<file path="src/rtl/sleepctl_pkg.sv">
package sleepctl_pkg;

    localparam int NUM_WAKE    = 14;
    localparam int HALT_CYCLES = 4;

    localparam int W_CONV_DONE  = 0;
    localparam int W_EXT_RESET  = 1;
    localparam int W_WDOG_RESET = 2;
    localparam int W_WDOG_IRQ   = 3;
    localparam int W_BOD_RESET  = 4;
    localparam int W_TWI_IRQ    = 5;
    localparam int W_TWI_ADDR   = 6;
    localparam int W_TMR2_IRQ   = 7;
    localparam int W_NVM_READY  = 8;
    localparam int W_LVL_HI     = 9;
    localparam int W_EXT_LO     = 10;
    localparam int W_PIN_CHG    = 11;
    localparam int W_SYMCNT     = 12;
    localparam int W_OTHER_IRQ  = 13;

    typedef logic [NUM_WAKE-1:0] wake_vec_t;

    typedef enum logic [1:0] {GM_LIGHT, GM_QUIET, GM_DEEP} gate_mode_e;
    typedef enum logic [1:0] {ST_RUN, ST_SLEEP, ST_STARTUP, ST_HALT} seq_state_e;

    typedef struct packed {
        logic cpu;
        logic flash;
        logic io;
        logic osc;
    } clk_en_t;

    function automatic gate_mode_e decode_mode(input logic [2:0] code);
        case (code)
            3'b001:  return GM_QUIET;
            3'b010:  return GM_DEEP;
            default: return GM_LIGHT;
        endcase
    endfunction

    function automatic wake_vec_t allowed_mask(input gate_mode_e m);
        wake_vec_t v;
        v = '0;
        case (m)
            GM_QUIET: begin
                v[W_CONV_DONE] = 1'b1; v[W_EXT_RESET] = 1'b1; v[W_WDOG_RESET] = 1'b1;
                v[W_WDOG_IRQ]  = 1'b1; v[W_BOD_RESET] = 1'b1; v[W_TWI_IRQ]    = 1'b1;
                v[W_TMR2_IRQ]  = 1'b1; v[W_NVM_READY] = 1'b1; v[W_LVL_HI]     = 1'b1;
                v[W_PIN_CHG]   = 1'b1;
            end
            GM_DEEP: begin
                v[W_EXT_RESET] = 1'b1; v[W_WDOG_RESET] = 1'b1; v[W_BOD_RESET] = 1'b1;
                v[W_TWI_ADDR]  = 1'b1; v[W_LVL_HI]     = 1'b1; v[W_EXT_LO]    = 1'b1;
                v[W_PIN_CHG]   = 1'b1; v[W_SYMCNT]     = 1'b1;
            end
            default: v = '1;
        endcase
        return v;
    endfunction

    function automatic wake_vec_t reset_class_mask();
        wake_vec_t v;
        v = '0;
        v[W_EXT_RESET]  = 1'b1;
        v[W_WDOG_RESET] = 1'b1;
        v[W_BOD_RESET]  = 1'b1;
        return v;
    endfunction

endpackage

</file>
<file path="src/rtl/sleep_wake_filter.sv">
module sleep_wake_filter
    import sleepctl_pkg::*;
(
    input  gate_mode_e mode,
    input  wake_vec_t  wake_req,
    output logic       wake_hit,
    output logic       wake_is_reset
);
    wake_vec_t allow;
    wake_vec_t rclass;
    wake_vec_t accepted;

    assign allow  = allowed_mask(mode);
    assign rclass = reset_class_mask();

    for (genvar i = 0; i < NUM_WAKE; i++) begin : g_src
        assign accepted[i] = wake_req[i] & allow[i];
    end

    assign wake_hit      = |accepted;
    assign wake_is_reset = |(accepted & rclass);
endmodule

</file>
<file path="src/rtl/sleep_seq.sv">
module sleep_seq
    import sleepctl_pkg::*;
#(
    parameter int STARTUP_W = 8
) (
    input  logic                 clk,
    input  logic                 rst,
    input  logic                 sleep_enable,
    input  logic [2:0]           sleep_mode_sel,
    input  logic                 sleep_strobe,
    input  logic                 adc_enabled,
    input  logic [STARTUP_W-1:0] startup_cycles,
    input  logic                 wake_hit,
    input  logic                 wake_is_reset,
    output seq_state_e           state,
    output gate_mode_e           mode,
    output logic                 adc_start,
    output logic                 resume_isr,
    output logic                 resume_reset
);
    localparam int CW = (STARTUP_W > 3) ? STARTUP_W : 3;

    logic [CW-1:0] cnt;
    logic          via_reset;
    gate_mode_e    next_mode;

    assign next_mode = decode_mode(sleep_mode_sel);

    always_ff @(posedge clk) begin
        if (rst) begin
            state        <= ST_RUN;
            mode         <= GM_LIGHT;
            cnt          <= '0;
            via_reset    <= 1'b0;
            adc_start    <= 1'b0;
            resume_isr   <= 1'b0;
            resume_reset <= 1'b0;
        end else begin
            adc_start    <= 1'b0;
            resume_isr   <= 1'b0;
            resume_reset <= 1'b0;
            case (state)
                ST_RUN: begin
                    if (sleep_strobe && sleep_enable) begin
                        state     <= ST_SLEEP;
                        mode      <= next_mode;
                        adc_start <= adc_enabled && (next_mode != GM_DEEP);
                    end
                end
                ST_SLEEP: begin
                    if (wake_hit) begin
                        via_reset <= wake_is_reset;
                        if (mode == GM_DEEP && startup_cycles != '0) begin
                            state <= ST_STARTUP;
                            cnt   <= CW'(startup_cycles);
                        end else begin
                            state <= ST_HALT;
                            cnt   <= CW'(HALT_CYCLES);
                        end
                    end
                end
                ST_STARTUP: begin
                    if (cnt == CW'(1)) begin
                        state <= ST_HALT;
                        cnt   <= CW'(HALT_CYCLES);
                    end else begin
                        cnt <= cnt - CW'(1);
                    end
                end
                default: begin
                    if (cnt == CW'(1)) begin
                        state        <= ST_RUN;
                        resume_isr   <= !via_reset;
                        resume_reset <= via_reset;
                    end else begin
                        cnt <= cnt - CW'(1);
                    end
                end
            endcase
        end
    end

    // a strobe without permission keeps the core running
    p_no_entry_r1: assert property (@(posedge clk) disable iff (rst)
        (state == ST_RUN && sleep_strobe && !sleep_enable) |=> (state == ST_RUN));

    // start-up phase only follows deep sleep
    p_startup_deep_r7: assert property (@(posedge clk) disable iff (rst)
        (state == ST_STARTUP) |-> (mode == GM_DEEP));

    // a resume pulse is always preceded by the halt phase
    p_halt_before_resume_r8: assert property (@(posedge clk) disable iff (rst)
        $rose(resume_isr) |-> $past(state == ST_HALT));

    // never both resume kinds at once
    p_one_resume_r9: assert property (@(posedge clk) disable iff (rst)
        !(resume_isr && resume_reset));

    // conversion start is a single-cycle pulse
    p_adc_pulse_r10: assert property (@(posedge clk) disable iff (rst)
        adc_start |=> !adc_start);
endmodule

</file>
<file path="src/rtl/sleep_clk_gate.sv">
module sleep_clk_gate
    import sleepctl_pkg::*;
(
    input  seq_state_e state,
    input  gate_mode_e mode,
    output clk_en_t    en
);
    always_comb begin
        en = '{cpu: 1'b1, flash: 1'b1, io: 1'b1, osc: 1'b1};
        case (state)
            ST_SLEEP: begin
                en.cpu   = 1'b0;
                en.flash = 1'b0;
                en.io    = (mode == GM_LIGHT);
                en.osc   = (mode != GM_DEEP);
            end
            ST_STARTUP: begin
                en.cpu   = 1'b0;
                en.flash = 1'b0;
                en.io    = 1'b0;
            end
            ST_HALT: en.cpu = 1'b0;
            default: ;
        endcase
    end
endmodule

</file>
<file path="src/rtl/sleep_ctrl.sv">
module sleep_ctrl
    import sleepctl_pkg::*;
#(
    parameter int STARTUP_W = 8
) (
    input  logic                 clk,
    input  logic                 rst,
    input  logic                 sleep_enable,
    input  logic [2:0]           sleep_mode_sel,
    input  logic                 sleep_strobe,
    input  logic                 adc_enabled,
    input  logic [STARTUP_W-1:0] startup_cycles,
    input  logic [13:0]          wake_req,
    output logic                 cpu_clk_en,
    output logic                 flash_clk_en,
    output logic                 io_clk_en,
    output logic                 osc_en,
    output logic                 adc_start,
    output logic                 sleeping,
    output logic                 resume_isr,
    output logic                 resume_reset
);
    seq_state_e state;
    gate_mode_e mode;
    logic       wake_hit;
    logic       wake_is_reset;
    clk_en_t    en;

    sleep_wake_filter u_filter (
        .mode          (mode),
        .wake_req      (wake_req),
        .wake_hit      (wake_hit),
        .wake_is_reset (wake_is_reset)
    );

    sleep_seq #(.STARTUP_W(STARTUP_W)) u_seq (
        .clk            (clk),
        .rst            (rst),
        .sleep_enable   (sleep_enable),
        .sleep_mode_sel (sleep_mode_sel),
        .sleep_strobe   (sleep_strobe),
        .adc_enabled    (adc_enabled),
        .startup_cycles (startup_cycles),
        .wake_hit       (wake_hit),
        .wake_is_reset  (wake_is_reset),
        .state          (state),
        .mode           (mode),
        .adc_start      (adc_start),
        .resume_isr     (resume_isr),
        .resume_reset   (resume_reset)
    );

    sleep_clk_gate u_gate (
        .state (state),
        .mode  (mode),
        .en    (en)
    );

    assign cpu_clk_en   = en.cpu;
    assign flash_clk_en = en.flash;
    assign io_clk_en    = en.io;
    assign osc_en       = en.osc;
    assign sleeping     = (state != ST_RUN);

    // deep sleep keeps the oscillator off until a wake is accepted
    p_deep_osc_off_r4: assert property (@(posedge clk) disable iff (rst)
        (state == ST_SLEEP && mode == GM_DEEP) |-> !osc_en);

    // with no accepted request the core stays asleep
    p_stay_asleep_r6: assert property (@(posedge clk) disable iff (rst)
        (state == ST_SLEEP && !wake_hit) |=> sleeping);

    // the CPU clock comes back together with a resume pulse
    p_cpu_back_r8: assert property (@(posedge clk) disable iff (rst)
        $rose(cpu_clk_en) |-> (resume_isr || resume_reset));
endmodule

</file>
<file path="config.mk">
export PLATFORM = sky130hd
export DESIGN_NAME = sleep_ctrl
export DESIGN_NICKNAME = d
export VERILOG_FILES = /design/src/rtl/sleepctl_pkg.sv /design/src/rtl/sleep_wake_filter.sv /design/src/rtl/sleep_seq.sv /design/src/rtl/sleep_clk_gate.sv /design/src/rtl/sleep_ctrl.sv
export SDC_FILE = /design/constraint.sdc
export NUM_CORES = 1
export LEC_CHECK = 0
export BUFFER_PORTS_ARGS = -buffer_cell sky130_fd_sc_hd__clkbuf_2
export CAP_MARGIN = 20
export CORE_ASPECT_RATIO = 0.7
export CORE_UTILIZATION = 25
export CTS_BUF_LIST = sky130_fd_sc_hd__clkbuf_8
export DETAILED_ROUTE_END_ITERATION = 8
export PLACE_DENSITY = 0.54
export SETUP_SLACK_MARGIN = 0.02
export SLEW_MARGIN = 10
export SYNTH_ARGS = -nofsm -noshare
export SYNTH_HDL_FRONTEND = slang
export SYNTH_SLANG_ARGS = --single-unit
</file>
<file path="constraint.sdc">
create_clock -name clk -period 3.97 [get_ports clk]
set_clock_uncertainty 0.1 [all_clocks]
set_input_delay 0 -clock clk [delete_from_list [all_inputs] [get_ports clk]]
set_output_delay 0 -clock clk [all_outputs]
set_load 0.02 [all_outputs]
</file>
==> impl_metrics.csv, run 1 <==
group,metric,value,unit
sta,rsz0062_at_grt,"no",
grt,track_usage,13.0,%
floorplanning,fp-row-count,20,
grt,grt.busiest_layer,"met2",
yosys,synth-seq-cells,16,
routing,vias_per_cell,4.66,
yosys,syn_area_per_cell,8.11,um2
power,p_leak,0.623,nW
routing,ant_nets,0,
floorplanning,core-area,0.00438,mm2
routing,wl_per_cell,12.2,um
critical_path,cp-startpoint,"u_seq.mode[0]$_SDFFE_PP0P_",
yosys,ys_types,37,
min_path,hp-class,"input pin to register",
sta,slew_headroom,55.0,%
cells_and_area,layout_common_cells,"clkbuf_2 (37), nor2_1 (25), dfxtp_1 (16)",
clocking,cts_root_buf,"clkbuf_8",
critical_path,crit_end,"u_seq.cnt[7]$_SDFFE_PP0P_",
cells_and_area,final_cell_area,0.00149,mm2
grt,grt_overflow,0,
critical_path,reg2reg_from,"u_seq.mode[0]$_SDFFE_PP0P_",
sta,worst_pin_slew,0.665,ns
clocking,ctsLongestPathBuffers,2,
critical_path,end_kind,"register",
routing,vias,1119,
clocking,cts_tree,"yes",
critical_path,crit_top_cell,"inv_1",
clocking,clk_latency,0.26,ns
routing,drt_iter0_drc,61,
floorplanning,dieArea,0.00488,mm2
sta,setup_viol,0,
critical_path,critPathArrivalTime,2.40,ns
routing,routed_wl,2920,um
cells_and_area,drive_above_1_share,30.3,%
floorplanning,die_w,83.1,um
clocking,numCtsBuffers,3,
place,place_congestion,0.825,
yosys,synthesis.nets,181,
sta,fmax,0.422,GHz
grt,grt_max_degree,18,
yosys,syn_inst,142,
grt,use_met1,17.9,%
critical_path,r2r_cells,8,
routing,drc,0,
cells_and_area,nFillCells,456,
grt,use_met3,3.93,%
floorplanning,initial_core_util,26.3,%
grt,met2_usage,19.2,%
critical_path,crit_type,"register to register",
sta,final_hold_viol_count,0,
routing,firstDrtPassIters,4,
clocking,cts.sinks,16,
yosys,synthesis.area,0.00115,mm2
critical_path,r2r-end,"u_seq.cnt[7]$_SDFFE_PP0P_",
critical_path,slowest_delay,0.59,ns
cells_and_area,final_cell_count_no_fill,240,
power,power_density,531,mW/mm2
sta,fin_ws,1.60,ns
yosys,ys_seq_area_share,27.8,%
critical_path,crit_slowest_cell,"nor4b_1",
place,portBuffers,37,
job,maxCapViolations,0,
cells_and_area,nets,225,
floorplanning,ios,38,
sta,final.period_utilization,59.7,%
status,status,"completed",
yosys,yosysWarningCount,0,
grt,grt_pass1_vias,1040,
cells_and_area,syn2layout_area_growth,29.2,%
critical_path,required,4.00,ns
clocking,htree_levels,1,
clocking,cts.clk_slew.worst_paths,0.07,ns
critical_path,cp_cell_sequence,"inv_1, ha_1, inv_1, a211oi_1, nor4b_1, and2b_4, nor2_1, a211oi_2",
critical_path,rrSetupSlack,1.60,ns
grt,antenna_found_initial,0,
cells_and_area,n_antenna_cell,0,
floorplanning,die_h,58.8,um
power,vdd_drop_max,174,uV
sta,final_max_slew_viol_count,0,
place,dpl_cell_area,0.00138,mm2
clocking,cts_setup_buffers,0,
place,place_inst,231,
sta,tns,0,ns
critical_path,cp_max_fo,12,
sta,timing.final.crit_period,2.37,ns
place,hpwl,2270,um
critical_path,start_kind,"register",
cells_and_area,final_common_cell,"clkbuf_2",
grt,grt_pass1_wl,4920,um
place,place_ws,1.59,ns
==> registers in the layout, indices dropped and copies added, names as in the netlist <==
signal              count
u_seq.adc_start         1
u_seq.via_reset         1
u_seq.mode              2
u_seq.resume_isr        1
u_seq.resume_reset      1
u_seq.cnt               8
u_seq.state             2
==> routing by layer <==
metal,up-vias,part of all wire (%)
li1,591,-
met1,505,54
met2,19,41
met3,4,3.5
met4,0,1.4
met5,-,0
==> through the flow <==
step | hold slack [ns] | power (mW) | utilization (%)
global route | 0.0231 | 0.858 | 34.0
detailed placement | 0.160 | 0.634 | 31.6
finish | 0.00683 | 0.790 | 34.0
global placement | 0.161 | 0.642 | 31.6
CTS | 0.00101 | 0.790 | 34.0
floorplan | 0.0718 | 0.553 | -
==> repair_timing <==
action | in CTS | in global routing
hold buffers | 5 | 0
endpoints found under the hold margin | 4 | 0
gates resized for setup | 0 | 0
==> report_power, final <==
part / switching [mW] / internal [mW]
clock: 0.0617 / 0.0882
combinational: 0.241 / 0.172
sequential: 0.0393 / 0.188
total: 0.342 / 0.448
==> area by class of cell <==
type                            count  area [um2]  share of cell area, %
Clock buffer                        4        55.1                   3.70
Inverter                           10        37.5                   2.52
Multi-Input combinational cell    113         771                   51.8
Sequential cell                    16         320                   21.5
Tap cell                           55        68.8                   4.63
Timing Repair Buffer               42         235                   15.8
==> worst max-delay path: cells and delay by family, from the launching register on <==
kind                     cells  cell delay, ns
buffers and inverters        2            0.12
adder cells (fa/ha/maj)      1            0.29
flip-flops                   1            0.37
AO/OA/AOI/OAI                2            0.32
AND/OR/NAND/NOR              3            1.05
==> synth_stat cells, drive strengths merged <==
library cell / instances / area [um2]
nor2: 25 / 93.8
dfxtp: 16 / 320
a21oi: 12 / 60.1
inv: 10 / 37.5
nand2: 10 / 37.5
nor3: 10 / 66.3
ha: 9 / 113
a211oi: 7 / 77.6
o21ai: 6 / 30.0
nor4: 4 / 37.5
or4: 4 / 33.8
nand2b: 3 / 18.8
nor4b: 3 / 26.3
o31ai: 3 / 22.5
and2b: 2 / 18.8
buf: 2 / 18.8
nand3: 2 / 10.0
nor3b: 2 / 15.0
or2b: 2 / 16.3
a22oi: 1 / 7.51
a2bb2oi: 1 / 8.76
a31oi: 1 / 6.26
and3: 1 / 7.51
clkbuf: 1 / 3.75
mux2i: 1 / 10.0
o32ai: 1 / 8.76
o41ai: 1 / 27.5
xnor2: 1 / 8.76
xor2: 1 / 8.76
==> logic make-up (layout without fill, tap and decap cells) <==
family | after synthesis | after routing | share of synthesized area, %
xor+xnor | 2 | 2 | 1.52
buf+inv | 13 | 56 | 5.22
compound gates | 33 | 33 | 21.6
simple gates | 68 | 68 | 33.2
flops | 16 | 16 | 27.8
fa+ha+maj | 9 | 9 | 9.78
mux | 1 | 1 | 0.870
==> how the worst min path moves through the flow <==
| stage | slack, ns | cells after the start | from | endpoint |
|---|---|---|---|---|
| final | 0.007 | 3 | startup_cycles[0] | u_seq.cnt[0]$_SDFFE_PP0P_ |
| after global routing | 0.02 | 4 | sleep_mode_sel[0] | u_seq.mode[1]$_SDFFE_PP0P_ |
| after CTS | 0.001 | 4 | sleep_mode_sel[0] | u_seq.mode[1]$_SDFFE_PP0P_ |
| after detailed placement | 0.16 | 2 | adc_enabled | u_seq.adc_start$_SDFF_PP0_ |
| after global placement | 0.16 | 2 | adc_enabled | u_seq.adc_start$_SDFF_PP0_ |
| after floorplan | 0.07 | 1 | adc_enabled | u_seq.adc_start$_SDFF_PP0_ |
No activity file was read; power rests on OpenSTA's default activity.
==> run 2, diff against run 1 <==
--- a/config.mk
+++ b/config.mk
@@ -11,7 +11,7 @@
 export CORE_UTILIZATION = 25
 export CTS_BUF_LIST = sky130_fd_sc_hd__clkbuf_8
 export DETAILED_ROUTE_END_ITERATION = 8
-export PLACE_DENSITY = 0.54
+export PLACE_DENSITY = 0.56
 export SETUP_SLACK_MARGIN = 0.02
 export SLEW_MARGIN = 10
 export SYNTH_ARGS = -nofsm -noshare
==> constraint.sdc (replaced) <==
create_clock -name clk -period 2.05 [get_ports clk]
set_clock_uncertainty 0.1 [all_clocks]
set_input_delay 0 -clock clk [delete_from_list [all_inputs] [get_ports clk]]
set_output_delay 0 -clock clk [all_outputs]
set_load 0.02 [all_outputs]
==> impl_metrics.csv, run 2 (synthesis gave the netlist of run 1 again) <==
group,metric,value,unit
status,status,"complete, but fails checks",
status,violations,"negative hold slack",
cells_and_area,layout_common_cells,"clkbuf_2 (37), buf_4 (26), nor2_1 (22)",
clocking,cts.sinks,16,
critical_path,start_kind,"register",
job,maxCapViolations,0,
clocking,ctsLongestPathBuffers,2,
grt,use_met1,20.0,%
critical_path,end_kind,"register",
sta,final_max_slew_viol_count,0,
cells_and_area,nets,250,
grt,antenna_found_initial,0,
routing,vias_per_cell,4.68,
power,power,1.79,mW
critical_path,crit_type,"register to register",
cells_and_area,syn2layout_area_growth,51.5,%
grt,track_usage,13.8,%
power,comb_power_share,61.5,%
sta,worst_pin_slew,0.464,ns
grt,met2_usage,20.8,%
floorplanning,core-area,0.00438,mm2
sta,slew_headroom,69.1,%
floorplanning,die_w,83.1,um
sta,fin_ws,0.0320,ns
critical_path,cp_max_fo,4,
grt,grt.busiest_layer,"met2",
clocking,cts.clk_slew.worst_paths,0.07,ns
power,vdd_drop_max,466,uV
routing,drt_iter0_drc,45,
power,pwr-share-clk,16.0,%
power,intPower,1.05,mW
cells_and_area,final_common_cell,"clkbuf_2",
power,p_sw,740,uW
place,place_ws,0.00564,ns
sta,final_hold_viol_count,1,
power,swShare,41.4,%
min_path,hp-class,"input pin to register",
sta,fin_hold_ws,-0.00452,ns
place,portBuffers,37,
place,place_congestion,0.760,
routing,ant_nets,0,
floorplanning,die_h,58.8,um
sta,timing.final.crit_period,2.02,ns
grt,grt_max_degree,18,
power,seqPwrFrac,22.5,%
floorplanning,fp-row-count,20,
routing,wl_per_cell,12.5,um
floorplanning,ios,38,
clocking,htree_levels,1,
power,p_leak,0.773,nW
routing,vias,1240,
floorplanning,dieArea,0.00488,mm2
cells_and_area,drive_above_1_share,46.2,%
sta,tns,0,ns
sta,fmax,0.496,GHz
cells_and_area,top_regs,"u_seq.cnt (8), u_seq.mode (2), u_seq.state (2)",
clocking,cts_root_buf,"clkbuf_8",
floorplanning,initial_core_util,26.3,%
cells_and_area,largest_reg_flops,8,
place,hpwl,2530,um
grt,grt_pass1_wl,5360,um
sta,final.period_utilization,98.4,%
routing,firstDrtPassIters,4,
cells_and_area,regMostFlops,"u_seq.cnt",
power,power_density,1030,mW/mm2
routing,drc,0,
clocking,clk_latency,0.25,ns
routing,routed_wl,3320,um
grt,use_met3,4.07,%
sta,setup_viol,0,
critical_path,critPathArrivalTime,2.09,ns
critical_path,required,2.12,ns
cells_and_area,n_antenna_cell,0,
clocking,cts_tree,"yes",
grt,grt_overflow,0,
clocking,numCtsBuffers,3,
sta,rsz0062_at_grt,"yes",
grt,grt_pass1_vias,1122,
==> run 2: critical path, cell delays in order (launching register included) <==
cell and delay (ns):
dfxtp_2 0.32, or4_4 0.57, nor3_4 0.24, and2b_2 0.26
nor3_4 0.19, buf_4 0.14, nand2_1 0.04, o31ai_1 0.06
==> run 2: cell type report <==
class | count | area (um2)
Fill cell | 431 | 2640
Multi-Input combinational cell | 113 | 837
Timing Repair Buffer | 67 | 422
Sequential cell | 16 | 324
Tap cell | 55 | 68.8
Clock buffer | 4 | 55.1
Inverter | 10 | 37.5
==> run 2: per-layer routing <==
layer / part of all wire (%) / wire length (um)
met1: 53 / 1750
met2: 43 / 1420
met3: 3.9 / 128
met4: 0.60 / 20
met5: 0 / 0
==> run 2: worst paths after layout <==
path                                 from                           to  slack (ns)  cells past startpoint
max             u_seq.cnt[5]$_SDFFE_PP0P_  u_seq.state[0]$_SDFFE_PP0P_        0.03                      7
min                     sleep_mode_sel[0]   u_seq.mode[1]$_SDFFE_PP0P_      -0.005                      4
max reg2reg     u_seq.cnt[5]$_SDFFE_PP0P_  u_seq.state[0]$_SDFFE_PP0P_        0.03                      7
min reg2reg  u_seq.via_reset$_SDFFE_PP0P_  u_seq.resume_isr$_SDFF_PP0_        0.34                      1
==> run 2: power groups by stage <==
stage	sequential, mW	combinational [mW]	clock [mW]
floorplan	0.426	0.645	0
global placement	0.406	0.967	0
finish	0.403	1.10	0.286
CTS	0.400	0.981	0.292
global route	0.410	1.21	0.314
detailed placement	0.407	0.962	0
==> run 2: what timing repair did <==
action / 4_1_cts / 5_1_grt
endpoints found under the hold margin: 2 / 0
resized for setup: 2 / 14
setup endpoints to repair: 7 / 10
pin swaps: 0 / 3
hold buffers: 3 / 0
buffers inserted: 0 / 3
==> run 2: per-stage QoR <==
| step | utilization [%] | hold slack, ns | instances | area, um2 |
|---|---|---|---|---|
| detailed placement | 35.8 | 0.153 | 255 | 1570 |
| floorplan | - | 0.0718 | 142 | 1160 |
| finish | 39.8 | -0.00452 | 265 | 1740 |
| global placement | 35.8 | 0.159 | 255 | 1570 |
| global route | 39.8 | 0.00752 | 265 | 1740 |
| CTS | 38.1 | 0.00653 | 262 | 1670 |
==> run 3, diff against run 2 <==
==> constraint.sdc (replaced) <==
create_clock -name clk -period 2.05 [get_ports clk]
set_clock_uncertainty 0.1 [all_clocks]
set_input_delay 0.615 -clock clk [delete_from_list [all_inputs] [get_ports clk]]
set_output_delay 0.615 -clock clk [all_outputs]
set_load 0.02 [all_outputs]
==> impl_metrics.csv, run 3 (synthesis gave the netlist of run 1 again) <==
group,metric,value,unit
sta,final.period_utilization,101,%
critical_path,reg2reg_from,"u_seq.cnt[3]$_SDFFE_PP0P_",
routing,routed_wl,3410,um
critical_path,start_kind,"input pin",
sta,rsz0062_at_grt,"yes",
clocking,cts.sinks,16,
cells_and_area,top_regs,"u_seq.cnt (8), u_seq.mode (2), u_seq.state (2)",
cells_and_area,nets,255,
critical_path,crit_slowest_cell,"or4_1",
cells_and_area,largest_reg_flops,8,
power,p_leak,0.811,nW
place,hpwl,2430,um
sta,final_max_slew_viol_count,0,
sta,setup_viol,1,
routing,vias,1274,
grt,grt_pass1_vias,1104,
cells_and_area,n_antenna_cell,0,
grt,antenna_found_initial,0,
floorplanning,initial_core_util,26.3,%
routing,vias_per_cell,4.72,
critical_path,r2r_cells,7,
power,pwr-share-clk,15.6,%
critical_path,required,2.12,ns
clocking,numCtsBuffers,3,
cells_and_area,final_cell_count_no_fill,270,
status,violations,"negative setup slack",
floorplanning,die_w,83.1,um
floorplanning,ios,38,
critical_path,cp_max_fo,2,
grt,grt_overflow,0,
grt,grt_max_degree,13,
clocking,cts_hold_buf,0,
grt,grt_pass1_wl,5040,um
clocking,clk_latency,0.25,ns
power,comb_power_share,62.1,%
power,p_sw,753,uW
grt,use_met3,3.23,%
sta,slew_headroom,76.9,%
critical_path,cp_cell_sequence,"clkbuf_2, or4_1, o21ai_0, nor2_1, nor3_1, nor3_2, nor4_2",
critical_path,cp-startpoint,"startup_cycles[5]",
job,maxCapViolations,0,
cells_and_area,syn2layout_area_growth,57.6,%
power,vdd_drop_max,412,uV
routing,drc,0,
clocking,cts_root_buf,"clkbuf_8",
routing,ant_nets,0,
cells_and_area,final_common_cell,"clkbuf_2",
clocking,cts.clk_slew.worst_paths,0.07,ns
power,intPower,1.08,mW
min_path,min_path_cells,1,
critical_path,critPathArrivalTime,2.15,ns
sta,final_hold_viol_count,0,
critical_path,slowest_delay,0.50,ns
power,swShare,41.0,%
critical_path,crit_type,"input pin to register",
power,seqPwrFrac,22.4,%
sta,tns,-0.0288,ns
floorplanning,core-area,0.00438,mm2
sta,worst_pin_slew,0.343,ns
sta,timing.final.crit_period,2.08,ns
place,place_congestion,0.791,
min_path,hp-class,"register to register",
cells_and_area,drive_above_1_share,52.1,%
grt,grt.busiest_layer,"met2",
status,status,"complete, but fails checks",
critical_path,end_kind,"register",
floorplanning,die_h,58.8,um
grt,track_usage,13.0,%
cells_and_area,layout_common_cells,"clkbuf_2 (35), buf_4 (33), nor2_1 (20)",
grt,use_met1,18.0,%
power,power_density,1010,mW/mm2
sta,fin_hold_ws,0.323,ns
floorplanning,dieArea,0.00488,mm2
min_path,hp-start,"u_seq.via_reset$_SDFFE_PP0P_",
clocking,ctsLongestPathBuffers,2,
clocking,htree_levels,1,
grt,met2_usage,21.2,%
routing,wl_per_cell,12.6,um
sta,fin_ws,-0.0288,ns
routing,firstDrtPassIters,4,
place,place_inst,258,
floorplanning,fp-row-count,20,
sta,fmax,0.481,GHz
cells_and_area,regMostFlops,"u_seq.cnt",
routing,drt_iter0_drc,61,
cells_and_area,utilization,41.4,%
place,portBuffers,37,
clocking,cts_tree,"yes",
-- run 3: changes by cell type in the layout (fill, tap and decap cells not counted), moves of 2 or more --
cell / change
o21ai_0: -3
o21ai_1: +2
nor2_1: -2
inv_1: -3
dlygate4sd3_1: -3
nor2_2: +2
buf_4: +7
clkbuf_2: -2
inv_2: +3
a21oi_2: -2
a21oi_1: +2
buf_6: +2
nor3_2: +2
-- run 3: worst max-delay path: cells and delay by family --
kind            cells  cell delay [ns]
buf+inv             1             0.09
compound gates      1             0.29
simple gates        5             1.15
-- run 3: repair_timing --
item | CTS | global route
pin swaps | 0 | 2
endpoints found under the setup margin | 2 | 11
cloned | 0 | 1
setup buffers | 2 | 5
gates resized for setup | 7 | 28
-- run 3: stage by stage --
| step | total power, mW | instance area (um2) | worst slack, ns |
|---|---|---|---|
| floorplan | 1.07 | 1170 | 0.0382 |
| global placement | 1.34 | 1600 | -0.128 |
| detailed placement | 1.35 | 1600 | -0.173 |
| CTS | 1.67 | 1690 | 0.0216 |
| global route | 1.97 | 1810 | -0.0815 |
| finish | 1.84 | 1810 | -0.0288 |
-- run 3: routing by layer --
| metal | share of wire [%] | vias up | wire length, um |
|---|---|---|---|
| met5 | 0 | - | 0 |
| met4 | 1.3 | 0 | 45 |
| met3 | 3.7 | 4 | 127 |
| met2 | 47 | 24 | 1600 |
| met1 | 48 | 593 | 1630 |
| li1 | - | 653 | - |
-- run 3: final cells by class --
class	instances	area (um2)
inverters	10	37.5
well taps	55	68.8
repair buffers	71	457
clock buffers	4	55.1
fillers	439	2560
multi-input cells	114	871
flip-flops and latches	16	325
-- run 3: power groups by stage --
stage / combinational, mW / sequential [mW] / clock, mW
CTS: 0.973 / 0.407 / 0.291
global route: 1.25 / 0.416 / 0.306
detailed placement: 0.934 / 0.415 / 0
finish: 1.14 / 0.411 / 0.286
global placement: 0.924 / 0.415 / 0
floorplan: 0.646 / 0.426 / 0
-- run 3: worst paths after layout --
check | end | slack (ns)
worst min register to register | u_seq.resume_isr$_SDFF_PP0_ | 0.32
worst max register to register | u_seq.state[1]$_SDFFE_PP0P_ | 0
worst max-delay path | u_seq.cnt[2]$_SDFFE_PP0P_ | -0.03
worst min-delay path | u_seq.resume_isr$_SDFF_PP0_ | 0.32
